### src/rtl/bseq_pkg.sv
package bseq_pkg;
  typedef enum logic {
    ORD_LINEAR     = 1'b0,
    ORD_INTERLEAVE = 1'b1
  } order_e;

  typedef struct packed {
    logic en_a_n;
    logic en_b;
    logic en_c_n;
  } enables_t;

  function automatic logic enables_ok(enables_t e);
    return !e.en_a_n && e.en_b && !e.en_c_n;
  endfunction
endpackage

### src/rtl/bseq_strobe_decode.sv
module bseq_strobe_decode (
  input  logic ads_proc_n_i,
  input  logic ads_ctrl_n_i,
  input  logic adv_n_i,
  input  logic sel_i,
  output logic load_o,
  output logic step_o
);
  // Either strobe loads; a load wins over an advance.
  always_comb begin
    load_o = !ads_proc_n_i || !ads_ctrl_n_i;
    step_o = !load_o && !adv_n_i && sel_i;
  end
endmodule

### src/rtl/bseq_capture.sv
module bseq_capture
  import bseq_pkg::*;
#(
  parameter int ADDR_W  = 18,
  parameter int BURST_W = 2
) (
  input  logic              clk_i,
  input  logic              rst_ni,
  input  logic              load_i,
  input  logic [ADDR_W-1:0] addr_i,
  input  logic              mode_i,
  input  enables_t          en_i,
  output logic [ADDR_W-1:0] base_o,
  output order_e            order_o,
  output logic              sel_o
);
  localparam int UPPER_W = ADDR_W - BURST_W;

  logic [BURST_W-1:0] start_q;
  order_e             order_q;
  logic               sel_q;

  always_ff @(posedge clk_i or negedge rst_ni) begin
    if (!rst_ni) begin
      start_q <= '0;
      order_q <= ORD_LINEAR;
      sel_q   <= 1'b0;
    end else if (load_i) begin
      start_q <= addr_i[BURST_W-1:0];
      order_q <= order_e'(mode_i);
      sel_q   <= enables_ok(en_i);
    end
  end

  generate
    if (UPPER_W > 0) begin : g_upper
      logic [UPPER_W-1:0] upper_q;
      always_ff @(posedge clk_i or negedge rst_ni) begin
        if (!rst_ni)     upper_q <= '0;
        else if (load_i) upper_q <= addr_i[ADDR_W-1:BURST_W];
      end
      assign base_o = {upper_q, start_q};
    end else begin : g_flat
      assign base_o = start_q;
    end
  endgenerate

  assign order_o = order_q;
  assign sel_o   = sel_q;

  // captured order only changes at a load
  p_order_hold_r11: assert property (@(posedge clk_i) disable iff (!rst_ni)
    !load_i |=> $stable(order_q));
endmodule

### src/rtl/bseq_beat_ctr.sv
module bseq_beat_ctr #(
  parameter int BURST_W = 2
) (
  input  logic               clk_i,
  input  logic               rst_ni,
  input  logic               load_i,
  input  logic               step_i,
  output logic [BURST_W-1:0] beat_o,
  output logic               last_o
);
  localparam logic [BURST_W-1:0] LAST_BEAT = {BURST_W{1'b1}};

  logic [BURST_W-1:0] beat_q;

  always_ff @(posedge clk_i or negedge rst_ni) begin
    if (!rst_ni)      beat_q <= '0;
    else if (load_i)  beat_q <= '0;
    else if (step_i)  beat_q <= beat_q + BURST_W'(1);
  end

  assign beat_o = beat_q;
  assign last_o = (beat_q == LAST_BEAT);

  // a load always restarts the burst
  p_restart_r8: assert property (@(posedge clk_i) disable iff (!rst_ni)
    load_i |=> (beat_q == '0) && !last_o);
  // advancing past the last beat wraps to the first
  p_wrap_r10: assert property (@(posedge clk_i) disable iff (!rst_ni)
    (step_i && last_o) |=> (beat_q == '0));
  // no load and no step keeps the beat
  p_beat_hold_r6: assert property (@(posedge clk_i) disable iff (!rst_ni)
    (!load_i && !step_i) |=> $stable(beat_q));
endmodule

### src/rtl/bseq_order.sv
module bseq_order
  import bseq_pkg::*;
#(
  parameter int BURST_W = 2
) (
  input  logic [BURST_W-1:0] start_i,
  input  logic [BURST_W-1:0] beat_i,
  input  order_e             order_i,
  output logic [BURST_W-1:0] low_o
);
  logic [BURST_W-1:0] lin_low;
  logic [BURST_W-1:0] ilv_low;

  // Linear wraps inside the aligned group; interleave toggles bits.
  always_comb begin
    lin_low = start_i + beat_i;
    ilv_low = start_i ^ beat_i;
    low_o   = (order_i == ORD_INTERLEAVE) ? ilv_low : lin_low;
  end
endmodule

### src/rtl/burst_addr_seq.sv
module burst_addr_seq
  import bseq_pkg::*;
#(
  parameter int ADDR_W  = 18,
  parameter int BURST_W = 2
) (
  input  logic              clk_i,
  input  logic              rst_ni,
  input  logic              ads_proc_n_i,
  input  logic              ads_ctrl_n_i,
  input  logic              adv_n_i,
  input  logic              mode_i,
  input  logic              en_a_n_i,
  input  logic              en_b_i,
  input  logic              en_c_n_i,
  input  logic [ADDR_W-1:0] addr_i,
  output logic [ADDR_W-1:0] addr_o,
  output logic              sel_o,
  output logic              last_o
);
  logic               load;
  logic               step;
  logic [ADDR_W-1:0]  base;
  order_e             order;
  logic               sel;
  logic [BURST_W-1:0] beat;
  logic [BURST_W-1:0] low;
  enables_t           en;

  assign en = '{en_a_n: en_a_n_i, en_b: en_b_i, en_c_n: en_c_n_i};

  bseq_strobe_decode u_dec (
    .ads_proc_n_i (ads_proc_n_i),
    .ads_ctrl_n_i (ads_ctrl_n_i),
    .adv_n_i      (adv_n_i),
    .sel_i        (sel),
    .load_o       (load),
    .step_o       (step)
  );

  bseq_capture #(.ADDR_W(ADDR_W), .BURST_W(BURST_W)) u_cap (
    .clk_i   (clk_i),
    .rst_ni  (rst_ni),
    .load_i  (load),
    .addr_i  (addr_i),
    .mode_i  (mode_i),
    .en_i    (en),
    .base_o  (base),
    .order_o (order),
    .sel_o   (sel)
  );

  bseq_beat_ctr #(.BURST_W(BURST_W)) u_ctr (
    .clk_i  (clk_i),
    .rst_ni (rst_ni),
    .load_i (load),
    .step_i (step),
    .beat_o (beat),
    .last_o (last_o)
  );

  bseq_order #(.BURST_W(BURST_W)) u_ord (
    .start_i (base[BURST_W-1:0]),
    .beat_i  (beat),
    .order_i (order),
    .low_o   (low)
  );

  generate
    if (ADDR_W > BURST_W) begin : g_cat
      assign addr_o = {base[ADDR_W-1:BURST_W], low};
    end else begin : g_low
      assign addr_o = low;
    end
  endgenerate
  assign sel_o = sel;

  // processor strobe loads the address
  p_load_proc_r2: assert property (@(posedge clk_i) disable iff (!rst_ni)
    !ads_proc_n_i |=> addr_o == $past(addr_i));
  // controller strobe alone loads the address
  p_load_ctrl_r3: assert property (@(posedge clk_i) disable iff (!rst_ni)
    (ads_proc_n_i && !ads_ctrl_n_i) |=> addr_o == $past(addr_i));
  // idle cycle holds the address
  p_hold_r6: assert property (@(posedge clk_i) disable iff (!rst_ni)
    (ads_proc_n_i && ads_ctrl_n_i && adv_n_i) |=> $stable(addr_o));
  // upper bits fixed between loads
  p_upper_r7: assert property (@(posedge clk_i) disable iff (!rst_ni)
    (ads_proc_n_i && ads_ctrl_n_i) |=> $stable(addr_o[ADDR_W-1:BURST_W]));
  // a deselected burst ignores advance
  p_desel_r9: assert property (@(posedge clk_i) disable iff (!rst_ni)
    (ads_proc_n_i && ads_ctrl_n_i && !sel_o) |=> $stable(addr_o) && !sel_o);
endmodule

### config.mk
export PLATFORM = sky130hd
export DESIGN_NAME = burst_addr_seq
export DESIGN_NICKNAME = d
export VERILOG_FILES = /design/src/rtl/bseq_pkg.sv /design/src/rtl/bseq_strobe_decode.sv /design/src/rtl/bseq_capture.sv /design/src/rtl/bseq_beat_ctr.sv /design/src/rtl/bseq_order.sv /design/src/rtl/burst_addr_seq.sv
export SDC_FILE = /design/constraint.sdc
export NUM_CORES = 1
export LEC_CHECK = 0
export BUFFER_PORTS_ARGS = -buffer_cell sky130_fd_sc_hd__buf_4
export CAP_MARGIN = 15
export CORE_MARGIN = 2
export CORE_UTILIZATION = 35
export CTS_BUF_LIST = sky130_fd_sc_hd__clkbuf_8 sky130_fd_sc_hd__clkbuf_16
export CTS_CLUSTER_SIZE = 40
export DETAILED_ROUTE_END_ITERATION = 6
export PLACE_DENSITY = 0.63
export SLEW_MARGIN = 10
export SYNTH_ARGS = -nofsm -noshare
export SYNTH_HDL_FRONTEND = slang
export SYNTH_SLANG_ARGS = --single-unit
### constraint.sdc
create_clock -name clk_i -period 1.4 [get_ports clk_i]
set_input_delay 0.28 -clock clk_i [delete_from_list [all_inputs] [get_ports clk_i]]
set_output_delay 0.28 -clock clk_i [all_outputs]
set_load 0.005 [all_outputs]
==> results.json <==
{
  "hold_path_depth": 2,
  "nFillCells": 278,
  "clockPowerShare_pct": 27.3,
  "wire_per_inst_um": 12.8,
  "start_util_pct": 36.2,
  "drive_above_1_share_pct": 71.2,
  "timing.reg2reg.setup_slack_ps": 210,
  "syn_area_per_cell_um2": 14.7,
  "syn_area_mm2": 0.00109,
  "critPathMaxFanout": 2,
  "hpwl_um": 1320,
  "clk_latency_ps": 250,
  "first_iter_violations": 17,
  "rsz0062_at_grt": "true",
  "wirelength_um": 1840,
  "viasPerCell": 4.50,
  "tightest_slew_ps": 278,
  "fmax_ghz": 0.669,
  "syn_inst": 74,
  "fin_crit_ps": 1500,
  "htreeDepth": 1,
  "p_int_uw": 1060,
  "grt-ovfl-total": 0,
  "drc": 0,
  "pwr_density_cell_mw_per_mm2": 939,
  "die_w_um": 59.7,
  "grt_max_degree": 23,
  "crit_arrival_ps": 1220,
  "tritoncts": "built",
  "power_frac_seq_pct": 53.1,
  "die_h_um": 59.7,
  "instances_no_fill": 144,
  "rows": 20,
  "outcome": "finished with violations",
  "drtPass1Iterations": 2,
  "setup_tns_ps": -176,
  "cts_sinks": 22,
  "finalCritPeriodShare_pct": 107,
  "io_pins": 47,
  "mappedNetlistNets": 103,
  "portBuffers": 46,
  "violations": "negative setup slack",
  "ys_types": 18,
  "numCtsBuffers": 3,
  "ant_nets": 0,
  "setup_viol": 2,
  "switching_share_pct": 21.2,
  "r2r_start": "u_ctr.beat_o[0]$_DFFE_PN0P_",
  "fin_nets": 142,
  "r2r_cells": 5,
  "grt_pass1_wl_um": 2820,
  "combPwrFrac_pct": 19.6,
  "place_area_mm2": 0.00135,
  "hold_path_class": "in -> reg",
  "root_buffer": "clkbuf_8",
  "grt_pass1_vias": 620,
  "leakagePower_uw": 0.000743,
  "fin_area_mm2": 0.00143,
  "yosysSeqAreaShare_pct": 50.7,
  "antennaDiodeCount": 0,
  "via_count": 648,
  "p_sw_uw": 285,
  "grt_usage_pct": 10.7,
  "antenna_found_initial": 0,
  "dp.cells": 137,
  "slew_headroom_pct": 81.4,
  "setup_slack_ps": -95.8,
  "power.total_uw": 1340,
  "core_mm2": 0.00300,
  "dieArea_mm2": 0.00356,
  "place_congestion": 0.594,
  "syn2layout_area_growth_pct": 31.8,
  "hold_start": "en_a_n_i",
  "endpoint_kind": "primary output",
  "maxCapViolCount": 0,
  "slew_violations": 0,
  "ys_ff_latch": 22,
  "path_clk_slew_ps": 70,
  "min_to": "u_cap.sel_o$_DFFE_PN0P_",
  "r2r-end": "u_ctr.beat_o[1]$_DFFE_PN0P_",
  "yosys_warnings": 0,
  "skew_ps": 0.140,
  "hold_violations": 0,
  "worstSetupPathType": "reg -> out",
  "worstPathRequired_ps": 1120,
  "ctsLongestPathBuffers": 2,
  "start_kind": "flop",
  "ir_drop_v": 0.000331
}
[final cells by class]
type | count | area (µm²) | area share, %
Tap cell | 33 | 41.3 | 2.88
Timing Repair Buffer | 52 | 393 | 27.4
Clock buffer | 3 | 41.3 | 2.88
Multi-Input combinational cell | 34 | 405 | 28.3
Sequential cell | 22 | 551 | 38.5
[registers in the layout, indices dropped and copies added, names as in the netlist]
| register | flops |
|---|---|
| u_cap.g_upper.upper_q | 16 |
| u_cap.order_o | 1 |
| u_cap.sel_o | 1 |
| u_cap.start_q | 2 |
| u_ctr.beat_o | 2 |
[cells in the mapped netlist, drive strengths merged]
cell | instances | area (µm²)
a21oi | 1 | 5.00
buf | 18 | 143
dfrtp | 22 | 551
ha | 2 | 25.0
mux2 | 19 | 278
mux2i | 1 | 10.0
nand2 | 2 | 10.0
nand2b | 1 | 13.8
nand3 | 1 | 5.00
nand3b | 1 | 7.51
nor2 | 1 | 3.75
nor2b | 1 | 6.26
o21ai | 1 | 5.00
or2 | 1 | 6.26
xnor2 | 2 | 17.5
[power by group through the flow]
| stage | Clock (µW) | Combinational, µW | Sequential [µW] |
|---|---|---|---|
| floorplan | 0 | 168 | 717 |
| global placement | 0 | 256 | 723 |
| detailed placement | 0 | 259 | 724 |
| CTS | 390 | 262 | 713 |
| global route | 408 | 286 | 720 |
| finish | 367 | 263 | 714 |
[cell families (layout without fill, tap and decap cells)]
group | Yosys count | in the layout | synth area share [%]
compound gates | 2 | 2 | 0.921
xor+xnor | 2 | 2 | 1.61
fa+ha+maj | 2 | 2 | 2.30
buf+inv | 18 | 55 | 13.1
flops | 22 | 22 | 50.7
mux | 20 | 20 | 26.5
simple gates | 8 | 8 | 4.84
[worst max-delay path, cell delays in order (launching register included)]
cell     delay [ps]
dfrtp_1         390
ha_2            190
nor2b_4         120
xnor2_1         140
buf_4           120
[layer usage]
layer	vias up	track usage [%]	share of wire [%]
met5	-	0	0
met2	24	17.4	53
met3	2	1.08	5.4
li1	307	-	-
met1	315	13.3	40
met4	0	7.62	1.9
[cells in the final DEF, fill, tap and decap left out, drive strengths merged]
cell and count:
buf 51, clkbuf 3, nand3b 1, o21ai 1, nor2b 1, nor2 1
mux2 19, a21oi 1, nand3 1, or2 1, ha 2, mux2i 1
dfrtp 22, xnor2 2, nand2b 1, dlygate4sd3 1, nand2 2
[timing repair]
| action | 4_1_cts | 5_1_grt |
|---|---|---|
| gates resized for setup | 0 | 4 |
| hold buffers | 1 | 0 |
| cloned | 0 | 0 |
| setup endpoints to repair | 1 | 2 |
| buffers inserted | 1 | 2 |
| endpoints found under the hold margin | 22 | 0 |
| pin swaps | 0 | 2 |
[per-stage QoR]
stage          setup WS (ps)  hold slack (ps)  utilization, %
4_1_cts                -97.8              199            46.8
3_5_place_dp             160              184            44.8
5_1_grt                 -163              208            47.7
2_1_floorplan            287            -15.6               -
6_report               -95.8              209            47.7
3_3_place_gp             181              188            44.8
[worst max-delay path by stage]
stage / start / endpoint / slack [ps] / depth (start not counted)
global route: u_ctr.beat_o[0]$_DFFE_PN0P_ / addr_o[1] / -160 / 4
CTS: u_cap.start_q[0]$_DFFE_PN0P_ / addr_o[1] / -100 / 4
global placement: u_ctr.beat_o[0]$_DFFE_PN0P_ / addr_o[1] / 180 / 4
finish: u_ctr.beat_o[0]$_DFFE_PN0P_ / addr_o[1] / -100 / 4
floorplan: u_ctr.beat_o[0]$_DFFE_PN0P_ / addr_o[1] / 290 / 3
detailed placement: u_ctr.beat_o[0]$_DFFE_PN0P_ / addr_o[1] / 160 / 4
(Power assumes the default switching activity.)
